[config.mk]
export PLATFORM = sky130hd
export DESIGN_NAME = hit_edge_digitizer
export DESIGN_NICKNAME = d
export VERILOG_FILES = /design/src/rtl/hed_pkg.sv /design/src/rtl/hed_rst_sync.sv /design/src/rtl/hed_sync_edge.sv /design/src/rtl/hed_coarse_cnt.sv /design/src/rtl/hed_pair_track.sv /design/src/rtl/hit_edge_digitizer.sv
export SDC_FILE = /design/constraint.sdc
export NUM_CORES = 1
export LEC_CHECK = 0
export ABC_AREA = 1
export BUFFER_PORTS_ARGS = -buffer_cell sky130_fd_sc_hd__buf_2
export CAP_MARGIN = 20
export CORE_ASPECT_RATIO = 0.8
export CORE_MARGIN = 4
export CORE_UTILIZATION = 40
export CTS_BUF_LIST = sky130_fd_sc_hd__clkbuf_4 sky130_fd_sc_hd__clkbuf_8
export DETAILED_ROUTE_END_ITERATION = 7
export HOLD_SLACK_MARGIN = 0.05
export PLACE_DENSITY = 0.57
export SYNTH_ARGS = -nofsm -noshare
export SYNTH_HDL_FRONTEND = slang
export SYNTH_SLANG_ARGS = --single-unit
[constraint.sdc]
create_clock -name clk_i -period 7.3 [get_ports clk_i]
set_clock_uncertainty 0.15 [all_clocks]
set_input_delay 2.19 -clock clk_i [delete_from_list [all_inputs] [get_ports clk_i]]
set_output_delay 2.19 -clock clk_i [all_outputs]
set_load 0.1 [all_outputs]
[src/rtl/hed_pkg.sv]
package hed_pkg;

  typedef enum logic [1:0] {
    EDGE_RISE = 2'd0,
    EDGE_FALL = 2'd1,
    EDGE_ANY  = 2'd2,
    EDGE_PAIR = 2'd3
  } edge_sel_e;

  typedef enum logic [1:0] {
    RES_STEP_FINE     = 2'd0,
    RES_STEP_MID      = 2'd1,
    RES_STEP_WIDE     = 2'd2,
    RES_STEP_WIDE_ALT = 2'd3
  } res_sel_e;

endpackage

[src/rtl/hed_rst_sync.sv]
module hed_rst_sync (
  input  logic clk_i,
  input  logic rst_ni,
  output logic rst_no
);

  logic stage1_q;
  logic stage2_q;

  always_ff @(posedge clk_i or negedge rst_ni) begin
    if (!rst_ni) begin
      stage1_q <= 1'b0;
      stage2_q <= 1'b0;
    end else begin
      stage1_q <= 1'b1;
      stage2_q <= stage1_q;
    end
  end

  assign rst_no = stage2_q;

endmodule

[src/rtl/hed_sync_edge.sv]
module hed_sync_edge #(
  parameter int FINE_W = 5
) (
  input  logic              clk_i,
  input  logic              rst_ni,
  input  logic              hit_i,
  input  logic [FINE_W-1:0] fine_i,
  output logic              rise_o,
  output logic              fall_o,
  output logic [FINE_W-1:0] fine_o
);

  logic              meta_q, sync_q, prev_q;
  logic [FINE_W-1:0] fine1_q, fine2_q;

  // two synchronizer flops plus one history flop; fine code delayed alongside
  always_ff @(posedge clk_i or negedge rst_ni) begin
    if (!rst_ni) begin
      meta_q  <= 1'b0;
      sync_q  <= 1'b0;
      prev_q  <= 1'b0;
      fine1_q <= '0;
      fine2_q <= '0;
    end else begin
      meta_q  <= hit_i;
      sync_q  <= meta_q;
      prev_q  <= sync_q;
      fine1_q <= fine_i;
      fine2_q <= fine1_q;
    end
  end

  assign rise_o = sync_q & ~prev_q;
  assign fall_o = ~sync_q & prev_q;
  assign fine_o = fine2_q;

  // the fine code seen at detection is the one sampled two edges earlier
  p_fine_align_r5: assert property (@(posedge clk_i) disable iff (!rst_ni)
    (rise_o || fall_o) |-> (fine_o == $past(fine_i, 2)));

endmodule

[src/rtl/hed_coarse_cnt.sv]
module hed_coarse_cnt #(
  parameter int CNT_W        = 14,
  parameter int CNT_W_NARROW = 12
) (
  input  logic             clk_i,
  input  logic             rst_ni,
  input  logic             bc_rst_i,
  input  logic             narrow_i,
  output logic [CNT_W-1:0] cnt_o
);

  localparam logic [CNT_W-1:0] NARROW_MASK =
    {{(CNT_W-CNT_W_NARROW){1'b0}}, {CNT_W_NARROW{1'b1}}};

  logic [CNT_W-1:0] cnt_q, cnt_d;

  always_comb begin
    cnt_d = cnt_q + 1'b1;
    if (narrow_i) cnt_d = cnt_d & NARROW_MASK;
    if (bc_rst_i) cnt_d = '0;
  end

  always_ff @(posedge clk_i or negedge rst_ni) begin
    if (!rst_ni) cnt_q <= '0;
    else         cnt_q <= cnt_d;
  end

  assign cnt_o = cnt_q;

  p_bc_clear_r7: assert property (@(posedge clk_i) disable iff (!rst_ni)
    bc_rst_i |=> (cnt_o == '0));

  p_wrap_narrow_r6: assert property (@(posedge clk_i) disable iff (!rst_ni)
    (!bc_rst_i && narrow_i && cnt_o == NARROW_MASK) |=> (cnt_o == '0));

  p_wrap_wide_r6: assert property (@(posedge clk_i) disable iff (!rst_ni)
    (!bc_rst_i && !narrow_i && (&cnt_o)) |=> (cnt_o == '0));

endmodule

[src/rtl/hed_pair_track.sv]
module hed_pair_track #(
  parameter int TIME_W  = 19,
  parameter int WIDTH_W = 10
) (
  input  logic               clk_i,
  input  logic               rst_ni,
  input  logic               pair_en_i,
  input  logic               rise_i,
  input  logic               fall_i,
  input  logic [TIME_W-1:0]  time_i,
  input  logic [TIME_W-1:0]  tmask_i,
  output logic               fire_o,
  output logic               err_o,
  output logic [TIME_W-1:0]  lead_o,
  output logic [WIDTH_W-1:0] width_o
);

  logic              armed_q, armed_d;
  logic [TIME_W-1:0] lead_q, lead_d;
  logic              lead_en;
  logic [TIME_W-1:0] diff;

  always_comb begin
    armed_d = armed_q;
    lead_en = 1'b0;
    lead_d  = time_i;
    if (!pair_en_i) begin
      armed_d = 1'b0;
    end else if (rise_i) begin
      armed_d = 1'b1;
      lead_en = 1'b1;
    end else if (fall_i) begin
      armed_d = 1'b0;
    end
  end

  always_ff @(posedge clk_i or negedge rst_ni) begin
    if (!rst_ni) begin
      armed_q <= 1'b0;
      lead_q  <= '0;
    end else begin
      armed_q <= armed_d;
      if (lead_en) lead_q <= lead_d;
    end
  end

  assign fire_o = pair_en_i & fall_i & armed_q;
  assign err_o  = pair_en_i & fall_i & ~armed_q;
  assign lead_o = lead_q;
  assign diff   = (time_i - lead_q) & tmask_i;

  generate
    if (WIDTH_W < TIME_W) begin : g_sat
      always_comb begin
        if (|diff[TIME_W-1:WIDTH_W]) width_o = '1;
        else                         width_o = diff[WIDTH_W-1:0];
      end
    end else begin : g_wide
      assign width_o = WIDTH_W'(diff);
    end
  endgenerate

  p_arm_on_rise_r8: assert property (@(posedge clk_i) disable iff (!rst_ni)
    (pair_en_i && rise_i) |=> armed_q);

  p_disarm_on_fall_r8: assert property (@(posedge clk_i) disable iff (!rst_ni)
    (fall_i && !rise_i) |=> !armed_q);

endmodule

[src/rtl/hit_edge_digitizer.sv]
module hit_edge_digitizer
  import hed_pkg::*;
#(
  parameter int FINE_W        = 5,
  parameter int TIME_W        = 19,
  parameter int TIME_W_NARROW = 17,
  parameter int WIDTH_W       = 10
) (
  input  logic               clk_i,
  input  logic               rst_ni,
  input  logic               hit_i,
  input  logic [FINE_W-1:0]  fine_i,
  input  logic               bc_rst_i,
  input  logic [1:0]         mode_i,
  input  logic [1:0]         res_i,
  output logic               word_valid_o,
  output logic               word_trail_o,
  output logic [TIME_W-1:0]  word_time_o,
  output logic [WIDTH_W-1:0] word_width_o,
  output logic               pair_err_o
);

  localparam int CNT_W        = TIME_W - FINE_W;
  localparam int CNT_W_NARROW = TIME_W_NARROW - FINE_W;
  localparam logic [TIME_W-1:0] TMASK_NARROW =
    {{(TIME_W-TIME_W_NARROW){1'b0}}, {TIME_W_NARROW{1'b1}}};

  edge_sel_e mode_e;
  res_sel_e  res_e;
  logic      narrow;
  logic      rst_n_int;

  logic              rise, fall;
  logic [FINE_W-1:0] fine_al;
  logic [CNT_W-1:0]  coarse;
  logic [TIME_W-1:0] tmask, time_now;

  logic               fire, perr;
  logic [TIME_W-1:0]  lead_time;
  logic [WIDTH_W-1:0] pair_width;

  logic               valid_d, trail_d, err_d;
  logic [TIME_W-1:0]  time_d;
  logic [WIDTH_W-1:0] width_d;

  logic               valid_q, trail_q, err_q;
  logic [TIME_W-1:0]  time_q;
  logic [WIDTH_W-1:0] width_q;

  assign mode_e = edge_sel_e'(mode_i);
  assign res_e  = res_sel_e'(res_i);
  assign narrow = (res_e == RES_STEP_WIDE) || (res_e == RES_STEP_WIDE_ALT);
  assign tmask  = narrow ? TMASK_NARROW : '1;

  hed_rst_sync u_rst_sync (
    .clk_i  (clk_i),
    .rst_ni (rst_ni),
    .rst_no (rst_n_int)
  );

  hed_sync_edge #(.FINE_W(FINE_W)) u_sync_edge (
    .clk_i  (clk_i),
    .rst_ni (rst_n_int),
    .hit_i  (hit_i),
    .fine_i (fine_i),
    .rise_o (rise),
    .fall_o (fall),
    .fine_o (fine_al)
  );

  hed_coarse_cnt #(.CNT_W(CNT_W), .CNT_W_NARROW(CNT_W_NARROW)) u_coarse_cnt (
    .clk_i    (clk_i),
    .rst_ni   (rst_n_int),
    .bc_rst_i (bc_rst_i),
    .narrow_i (narrow),
    .cnt_o    (coarse)
  );

  assign time_now = {coarse, fine_al} & tmask;

  hed_pair_track #(.TIME_W(TIME_W), .WIDTH_W(WIDTH_W)) u_pair_track (
    .clk_i     (clk_i),
    .rst_ni    (rst_n_int),
    .pair_en_i (mode_e == EDGE_PAIR),
    .rise_i    (rise),
    .fall_i    (fall),
    .time_i    (time_now),
    .tmask_i   (tmask),
    .fire_o    (fire),
    .err_o     (perr),
    .lead_o    (lead_time),
    .width_o   (pair_width)
  );

  // next-state selection of the output word
  always_comb begin
    valid_d = 1'b0;
    trail_d = 1'b0;
    err_d   = 1'b0;
    time_d  = time_now;
    width_d = '0;
    unique case (mode_e)
      EDGE_RISE: valid_d = rise;
      EDGE_FALL: begin
        valid_d = fall;
        trail_d = 1'b1;
      end
      EDGE_ANY: begin
        valid_d = rise | fall;
        trail_d = fall;
      end
      EDGE_PAIR: begin
        valid_d = fire;
        time_d  = lead_time;
        width_d = pair_width;
        err_d   = perr;
      end
      default: ;
    endcase
  end

  // output register; the word fields load only when a word is produced
  always_ff @(posedge clk_i or negedge rst_n_int) begin
    if (!rst_n_int) begin
      valid_q <= 1'b0;
      err_q   <= 1'b0;
      trail_q <= 1'b0;
      time_q  <= '0;
      width_q <= '0;
    end else begin
      valid_q <= valid_d;
      err_q   <= err_d;
      if (valid_d) begin
        trail_q <= trail_d;
        time_q  <= time_d;
        width_q <= width_d;
      end
    end
  end

  assign word_valid_o = valid_q;
  assign word_trail_o = trail_q;
  assign word_time_o  = time_q;
  assign word_width_o = width_q;
  assign pair_err_o   = err_q;

  p_lead_only_r2: assert property (@(posedge clk_i) disable iff (!rst_n_int)
    (word_valid_o && $past(mode_e) == EDGE_RISE) |-> !word_trail_o);

  p_trail_only_r3: assert property (@(posedge clk_i) disable iff (!rst_n_int)
    (word_valid_o && $past(mode_e) == EDGE_FALL) |-> word_trail_o);

  p_pair_tag_r8: assert property (@(posedge clk_i) disable iff (!rst_n_int)
    (word_valid_o && $past(mode_e) == EDGE_PAIR) |-> !word_trail_o);

  p_narrow_time_r6: assert property (@(posedge clk_i) disable iff (!rst_n_int)
    (word_valid_o && $past(narrow) && $past(mode_e) != EDGE_PAIR)
      |-> (word_time_o[TIME_W-1:TIME_W_NARROW] == '0));

  p_err_no_word_r10: assert property (@(posedge clk_i) disable iff (!rst_n_int)
    pair_err_o |-> !word_valid_o);

  p_width_zero_r11: assert property (@(posedge clk_i) disable iff (!rst_n_int)
    (word_valid_o && $past(mode_e) != EDGE_PAIR) |-> (word_width_o == '0));

endmodule

Word level (Yosys, flattened, before mapping)
Index checks and enable logic that the tools add are counted.

operators by class
  reductions and logical operators = 3
  $add $sub $neg = 2
  bitwise operators = 11
  equality and inequality tests = 6
  multipliers = 0
  shifts and indexed selects = 0
  divide/modulo/power cells = 0
  mux-type cells = 14
  $lt $le $gt $ge = 0

operators with widths
  operator                                                         count
  19-bit AND                                                       2
  19-bit 2-to-1 mux                                                2
  14-bit 2-to-1 mux                                                2
  10-bit 2-to-1 mux                                                2
  19-bit subtractor                                                1
  14-bit by 1-bit adder with 14-bit output, second input constant  1
  9-bit OR reduction                                               1
  2-bit == test, second input constant                             4
  1-bit 2-to-1 mux                                                 6
  1-bit AND                                                        5
  1-bit case mux with 4 select lines                               1
  3-bit inequality test, second input constant                     1
  1-bit inverter                                                   3
  2-bit by 1-bit == test with 1-bit output, second input constant  1
  2-bit zero test                                                  1
  1-bit case mux with 2 select lines                               1
  1-bit logical OR                                                 1
  1-bit bitwise OR                                                 1

word-level totals
  latch bits = 0
  logic and storage cells = 51
  memories kept = 0
  output and inout port bits = 32
  RAM bits = 0
  bits of input ports = 13
  ROM bits = 0
  register bits after elaboration = 81

Depth between registers and ports, before layout
Gate-level depths: netlist (run 1).

  word-level depth = 9
  depth in mapped cells = 18
  mapped depth without buffers = 18

Hierarchy
A second synthesis (run 1) with hierarchy kept.

second synthesis, totals
  cells, all modules = 699
  area, all modules = 4,907.2 um^2

by module, submodules not included
  module              cells an instance  area an instance (um^2)  times used
  hed_pair_track      349                2,128.3                  1
  hit_edge_digitizer  238                1,677.9                  1
  hed_coarse_cnt      92                 706.9                    1
  hed_sync_edge       17                 340.3                    1
  hed_rst_sync        3                  53.8                     1

Least setup slack after synthesis (run 1)
No wires, ideal clock.

  path type = input port to flip-flop
  start = in res_i[1]
  end = reg width_q[0], in the netlist word_width_o[0]
  library setup time = 0.120 ns
  stages on the path = 12
  arrival time = 3.470 ns
  data required time = 7.030 ns
  setup slack = 3.560 ns
  buffers on the path = 0
  cell sequence = nor2_1 ha_1 a21oi_1 nand2_1 nor2_1 nand4_1 nand2_1 nand2_1 nand2_2 nand3_1 nand2_1 nand2_1

between the ends
  longest elaborated chain between the ends = 9
  elaborated cells on any way between the ends = 10
  classes of those cells = 1 x add/sub; 2 x eq/ne; 3 x mux; 2 x bitwise; 2 x reduce/logical

ends and longest elaborated chain
  what                  RTL line                   text
  from (decl)           hit_edge_digitizer.sv:15   input logic [1:0] res_i,
  2-bit == test         hit_edge_digitizer.sv:52   assign narrow = (res_e == RES_STEP_WIDE) || (res_e == RES_STEP_WIDE_ALT);
  1-bit logical OR *    hit_edge_digitizer.sv:52
  19-bit 2-to-1 mux *   hit_edge_digitizer.sv:53   assign tmask = narrow ? TMASK_NARROW : '1;
  19-bit AND            hit_edge_digitizer.sv:79   assign time_now = {coarse, fine_al} & tmask;
  19-bit subtractor     hed_pair_track.sv:50       assign diff = (time_i - lead_q) & tmask_i;
  19-bit AND *          hed_pair_track.sv:50
  9-bit OR reduction *  hed_pair_track.sv:55       if (|diff[TIME_W-1:WIDTH_W]) width_o = '1;
  10-bit 2-to-1 mux *   hed_pair_track.sv:55
  10-bit 2-to-1 mux *   hit_edge_digitizer.sv:102  unique case (mode_e)
  to (signal assigned)  hit_edge_digitizer.sv:136  width_q <= width_d;
  to (decl)             hit_edge_digitizer.sv:48   logic [WIDTH_W-1:0] width_q;

Mark *: on every way between the ends. The rest lies on a longest branch, timed or not.
A chain may end at the register's enable or synchronous reset.

Worst setup path in the final report (run 1)
  start = in mode_i[0]
  end = reg width_q[1], in the netlist word_width_o[1]

between the ends
  longest elaborated chain between the ends = 4
  elaborated cells on any way between the ends = 8
  classes of those cells = 3 x eq/ne; 2 x mux; 2 x bitwise; 1 x reduce/logical

ends and longest elaborated chain
  what                                RTL line                                             text
  from (decl)                         hit_edge_digitizer.sv:14                             input logic [1:0] mode_i,
  2-bit == test                       hit_edge_digitizer.sv:84, hit_edge_digitizer.sv:102
  1-bit AND (2 in a row)              hed_pair_track.sv:47                                 assign fire_o = pair_en_i & fall_i & armed_q;
  1-bit case mux with 4 select lines  hit_edge_digitizer.sv:102

Parallel ways exist; a longest one is shown, timed or not.

==> out/results.txt, run 1 <==
flops & latches, synth: 81
Worst-Skew Late Latency: 360 ps
Peak supply drop: 0.121 mV
Most used DFF post-synth: dfrtp_1
final setup TNS: 0 ps
Reg-to-Reg End: word_width_o[4]
Synth Cell Area: 4700 um^2
synth cell count leaders: 203 x nand2_1, 99 x inv_1, 81 x dfrtp_1
FILL cells: 1161
EDFF count, synth: 0
pwr/cell area: 285 nW/um^2
Max Fclk: 213 MHz
R2R setup slack: 4680 ps
CP startpoint: mode_i[0]
CTS Root Cell: clkbuf_8
vias in the first global route: 3737
total grt overflow: 0
Die X: 129 um
final WL: 10200 um
CORE AREA: 11500 um^2
CP startpoint kind: input port
Post-Syn Nets: 668
sequential share of the synthesized area: 43.1%
Remaining DRCs: 0
HPWL Detailed: 7520 um
Max FO, Critical Path: 40
Worst setup EP type: flip-flop
Max-slew headroom: 38.3%
Net Switching: 0.000665 W
critical path required time: 7450 ps
Via Count: 3842
final slew viol count: 0
Die Area: 13600 um^2
Routed WL per cell: 12.3 um
TritonCTS clock tree: built
reg2reg path depth: 17
count leader, synth: nand2_1
CTS H-tree lvls: 3
final hold vios: 0
Seq pwr share: 35.1%
Slew @ Worst Pin: 925 ps
hold_buf cts: 0
unrepaired setup endpoints after global routing: false
fin crit share: 64.3%
Netlist cell types: 33
clock slew at reported path FFs: 90 ps
cts bufs inserted: 9
Post-CTS Setup Inserts: 0
crit path kind: in -> reg
post-synth top area share: 43.1%
syn_area_per_cell: 7.47 um^2
die height: 105 um
crit path DAT: 4840 ps
combinational fraction of design power: 37.9%
P_leak: 2.84 nW
Rows: 35
Ports: 45
Final nets: 712
GPL Wtd Cong: 0.895
post-CTS sizing: 0
PortBufs: 43
async set or reset register ratio after synthesis: 100%
Synth Warn #: 0
Final setup violation count: 0
initial antenna violation count: 0
first-pass GRT wire length: 18000 um
Clock Path Buffers: 2
top cell type by total area after synthesis: dfrtp_1
Reg-to-Reg Start: u_sync_edge.fine_o[0]
diodes inserted: 0
internal power: 0.000862 W
max cap viols: 0
Initial Util: 40.8%
ratio of cells with drive above 1 in the final layout: 13.9%
Synth area leaders: dfrtp_1 43%, nand2_1 16%, inv_1 7.9%, ha_1 6.7%, nor2_1 4.3%
Worst Hold Class: reg -> async
min Tclk post-route: 4700 ps
All-Layer GR Usage: 16.3%
pin count of the biggest net entering global routing: 80
PnR Total Power: 0.00153 W
drt pass-1 iters: 4
Layout area overhead: 14.2%
ANT nets after route: 0
Cells after Synth: 629
Sink Count: 81
sw frac: 43.5%
status: completed
drt initial violations: 171
Clk pwr share: 26.9%
via/cell ratio: 4.65
## worst max-delay path by stage
stage	endpoint	slack (ps)	depth (start not counted)
after detailed placement	word_width_o[1]	2190	11
after global placement	word_width_o[0]	2250	11
after CTS	word_width_o[1]	2560	11
after floorplan	word_width_o[0]	3560	12
final	word_width_o[1]	2600	11
after global routing	word_width_o[3]	2220	11
## state kept, by name (all words and copies together), names as in the netlist
register	count
word_valid_o	1
u_sync_edge.meta_q	1
word_trail_o	1
pair_err_o	1
u_sync_edge.fine_o	5
u_sync_edge.sync_q	1
u_rst_sync.rst_no	1
u_sync_edge.fine1_q	5
word_time_o	19
u_coarse_cnt.cnt_o	14
word_width_o	10
u_rst_sync.stage1_q	1
u_pair_track.lead_o	19
u_sync_edge.prev_q	1
u_pair_track.armed_q	1
## cell families (layout without fill, tap and decap cells)
group	Yosys count	in the layout	share of synthesized area, %
flops	81	81	43.1
xor+xnor	12	12	2.24
compound gates	61	61	7.14
other cells	1	1	0.0798
simple gates	330	330	30.8
buf+inv	118	167	9.51
fa+ha+maj	26	26	7.08
## metal layers
| metal | share of wire [%] | track usage [%] | wire (um) | vias to the layer above |
|---|---|---|---|---|
| li1 | - | - | - | 2038 |
| met1 | 49 | 22.8 | 5020 | 1736 |
| met2 | 45 | 25.8 | 4550 | 57 |
| met3 | 4.7 | 3.88 | 482 | 11 |
| met4 | 1.1 | 3.60 | 110 | 0 |
| met5 | 0 | 0 | 0 | - |
## power groups by stage
stage	logic [W]	clock network (W)	registers [W]
6_report	0.000579	0.000411	0.000536
2_1_floorplan	0.000207	0	0.000816
5_1_grt	0.000628	0.000439	0.000546
4_1_cts	0.000577	0.000423	0.000542
3_5_place_dp	0.000575	0	0.000551
3_3_place_gp	0.000571	0	0.000549
## cells in the final DEF, fill, tap and decap left out, types with 18 or more instances in the layout
master	count
a21oi_1	21
a31oi_1	19
buf_2	43
dfrtp_1	80
ha_1	25
inv_1	99
nand2_1	203
nand3_1	28
nor2_1	54
o21ai_0	18
## critical path: stages
cell      delay (ps)
buf_2            100
ha_1             760
inv_1            140
nor3_1           220
a221oi_1          80
o21ai_2          110
buf_4            370
inv_1            320
nor2_2           370
nand2_1          100
nand2_1           70
## per-stage QoR
step	utilization [%]	instances	hold WS (ps)	instance area [um^2]	worst slack, ps
after floorplan	-	629	181	4700	3560
after global placement	44.0	808	187	5060	2250
after detailed placement	44.0	808	186	5060	2190
after CTS	46.2	824	209	5320	2560
after global routing	46.6	826	210	5360	2220
final	46.6	826	160	5360	2600
## final cells by class
| class | count | area, um^2 | area share, % |
|---|---|---|---|
| Timing Repair Buffer | 47 | 278 | 5.18 |
| Inverter | 104 | 390 | 7.28 |
| Clock inverter | 6 | 114 | 2.12 |
| Sequential cell | 81 | 2030 | 37.9 |
| Clock buffer | 10 | 138 | 2.57 |
| Multi-Input combinational cell | 430 | 2230 | 41.5 |
| Tap cell | 148 | 185 | 3.45 |
(Power assumes the default switching activity.)
==> run 2: changes to the inputs <==
clock period = 4.5 ns   (was 7.3 ns; I/O delays follow)
==> run 2 against run 1 <==
  * Sequential cell count did not move
  * Largest power group unchanged
  * Via count grew 1.2%
  * Core utilization decreased by 0.46 points
  * Routed wire length increased by 0.70%
  * Final cell count rose by 0.12%
  * Die area did not move
  * Register-to-register slack worse by 2800 ps
  * Clock-buffer cell count unchanged
  * Sequential power rose by 63%
  * Critical path type unchanged
  * Clock power increased by 40%
  * Largest cell class unchanged
==> out/results.txt, run 2 (synthesized netlist as in run 1, its figures left out) <==
Remaining DRCs: 0 (unchanged)
clock slew at reported path FFs: 90 ps (about the same)
initial antenna violation count: 0 (unchanged)
ratio of cells with drive above 1 in the final layout: 14.0% (was 13.9%)
internal power: 0.00129 W (was 0.000862 W)
Via Count: 3888 (was 3842)
Worst setup EP type: flip-flop (unchanged)
Initial Util: 40.8% (unchanged)
CP max stage cell: nor2_2 (was ha_1)
sw frac: 45.9% (was 43.5%)
Peak supply drop: 0.208 mV (was 0.121 mV)
CP top delay family: simple AND/OR/NAND/NOR gates (was buffers and inverters)
Worst Hold Class: reg -> async (unchanged)
critical path depth: 11 (unchanged)
Max Fclk: 333 MHz
unrepaired setup endpoints after global routing: false (unchanged)
status: completed (unchanged)
Rows: 35 (unchanged)
diodes inserted: 0 (unchanged)
highest-count cells in the layout ignoring fill and taps: 203 x nand2_1, 99 x inv_1, 80 x dfrtp_1 (unchanged)
ANT nets after route: 0 (unchanged)
Max FO, Critical Path: 22 (was 40)
Largest stage delay, worst path: 350 ps (was 760 ps)
hold_buf cts: 0 (unchanged)
Hold Slack: 161 ps (was 160 ps)
Reg-to-Reg Start: u_sync_edge.fine_o[0] (unchanged)
drt pass-1 iters: 4 (unchanged)
HPWL Detailed: 7640 um (was 7520 um)
Slew @ Worst Pin: 533 ps (was 925 ps)
CORE AREA: 11500 um^2 (unchanged)
All-Layer GR Usage: 16.6% (was 16.3%)
final WL: 10200 um (about the same)
cts bufs inserted: 9 (unchanged)
vias in the first global route: 3962 (was 3737)
CTS H-tree lvls: 3 (unchanged)
Clk pwr share: 24.1% (was 26.9%)
crit path kind: in -> reg (unchanged)
Sink Count: 81 (unchanged)
die height: 105 um (unchanged)
Reg-to-Reg End: word_width_o[0] (was word_width_o[4])
critical path required time: 4650 ps (was 7450 ps)
pin count of the biggest net entering global routing: 80 (unchanged)
final hold vios: 0 (unchanged)
Ports: 45 (unchanged)
Layout area overhead: 13.0% (was 14.2%)
Clock Path Buffers: 2 (unchanged)
combinational fraction of design power: 39.3% (was 37.9%)
Worst-Skew Late Latency: 360 ps (about the same)
Max-slew headroom: 64.4% (was 38.3%)
R2R setup slack: 1840 ps (was 4680 ps)
Final setup violation count: 0 (unchanged)
Seq pwr share: 36.6% (was 35.1%)
crit path DAT: 3150 ps (was 4840 ps)
CP startpoint kind: input port (unchanged)
via/cell ratio: 4.70 (was 4.65)
min Tclk post-route: 3000 ps
CP cell instances: buf_2 -> ha_1 -> buf_4 -> inv_1 -> nor3_1 -> a221oi_1 -> o21ai_2 -> inv_1 -> nor2_2 -> nand2_1 -> nand2_1 (was buf_2 -> ha_1 -> inv_1 -> nor3_1 -> a221oi_1 -> o21ai_2 -> buf_4 -> inv_1 -> nor2_2 -> nand2_1 -> nand2_1)
cell area after layout: 5310 um^2 (was 5360 um^2)
DP Area: 5080 um^2 (was 5060 um^2)
Die Area: 13600 um^2 (unchanged)
total grt overflow: 0 (unchanged)
drt initial violations: 203 (was 171)
GPL Wtd Cong: 0.858 (was 0.895)
pwr/cell area: 449 nW/um^2 (was 285 nW/um^2)
fin crit share: 66.7%
Net Switching: 0.00109 W (was 0.000665 W)
reg2reg path depth: 17 (unchanged)
CTS Root Cell: clkbuf_8 (unchanged)
P_leak: 2.81 nW (was 2.84 nW)
TritonCTS clock tree: built (unchanged)
final setup TNS: 0 ps (unchanged)
PortBufs: 43 (unchanged)
max cap viols: 0 (unchanged)
most common cell after layout, fill and taps aside: nand2_1 (unchanged)
Post-CTS Setup Inserts: 0 (unchanged)
final slew viol count: 0 (unchanged)
first-pass GRT wire length: 18400 um (was 18000 um)
post-CTS sizing: 0 (unchanged)
Die X: 129 um (unchanged)
Routed WL per cell: 12.4 um (was 12.3 um)
CP bufs+invs: 4 (unchanged)
Final nets: 713 (was 712)
## run 2: cell count changes in the layout (fill, tap and decap cells not counted), sizes merged
cell	before	now
buf	47	48
bufinv	3	1
clkinvlp	1	2
inv	105	106
## run 2: per-layer routing
| layer | vias up | wire length [um] | track usage (%) |
|---|---|---|---|
| li1 | 2034 | - | - |
| met1 | 1774 | 5010 | 22.0 |
| met2 | 64 | 4650 | 26.8 |
| met3 | 16 | 424 | 3.63 |
| met4 | 0 | 149 | 5.77 |
| met5 | - | 0 | 0 |
## run 2: power by group through the flow
stage | logic, W | clock network [W] | registers (W)
after floorplan | 0.000336 | 0 | 0.00132
after global placement | 0.000928 | 0 | 0.000891
after detailed placement | 0.000932 | 0 | 0.000896
after CTS | 0.000935 | 0.000596 | 0.000882
after global routing | 0.00102 | 0.000623 | 0.000887
final | 0.000938 | 0.000574 | 0.000872
## run 2: worst max path at each step
stage                            to  startpoint
floorplan           word_width_o[0]    res_i[1]
global placement    word_width_o[0]   mode_i[0]
detailed placement  word_width_o[0]   mode_i[0]
CTS                 word_width_o[0]   mode_i[0]
global route        word_width_o[1]    res_i[1]
finish              word_width_o[0]   mode_i[0]
## run 2: final cells by class
class	instances	area [um^2]
clock buffer	10	138
tap	148	185
inverter	104	390
clock inverter	6	73.8
fill	1208	6210
sequential	81	2030
multi-input combinational	430	2230
timing repair buffer	48	265
## run 2: stage by stage
step | cells | util [%] | setup slack, ps | total power, W
3_3_place_gp | 810 | 44.1 | 1190 | 0.00182
3_5_place_dp | 810 | 44.1 | 1130 | 0.00183
5_1_grt | 827 | 46.1 | 1240 | 0.00253
6_report | 827 | 46.1 | 1500 | 0.00238
2_1_floorplan | 629 | - | 1600 | 0.00166
4_1_cts | 826 | 45.9 | 1500 | 0.00241
## run 2: worst register-to-register path: stages, from the launching register on
cell     delay [ps]
dfrtp_1         370
inv_1            60
ha_1            230
fa_1            410
inv_1           160
nand2_1          70
nand2_1          80
nand3_1          70
nand2_1         130
nand2_1          80
nand3_1          80
nand2_1          70
nor2_1          110
nand2_2         100
nor2_8          180
nand3_1          90
nand2_1          70
nand2_1          50
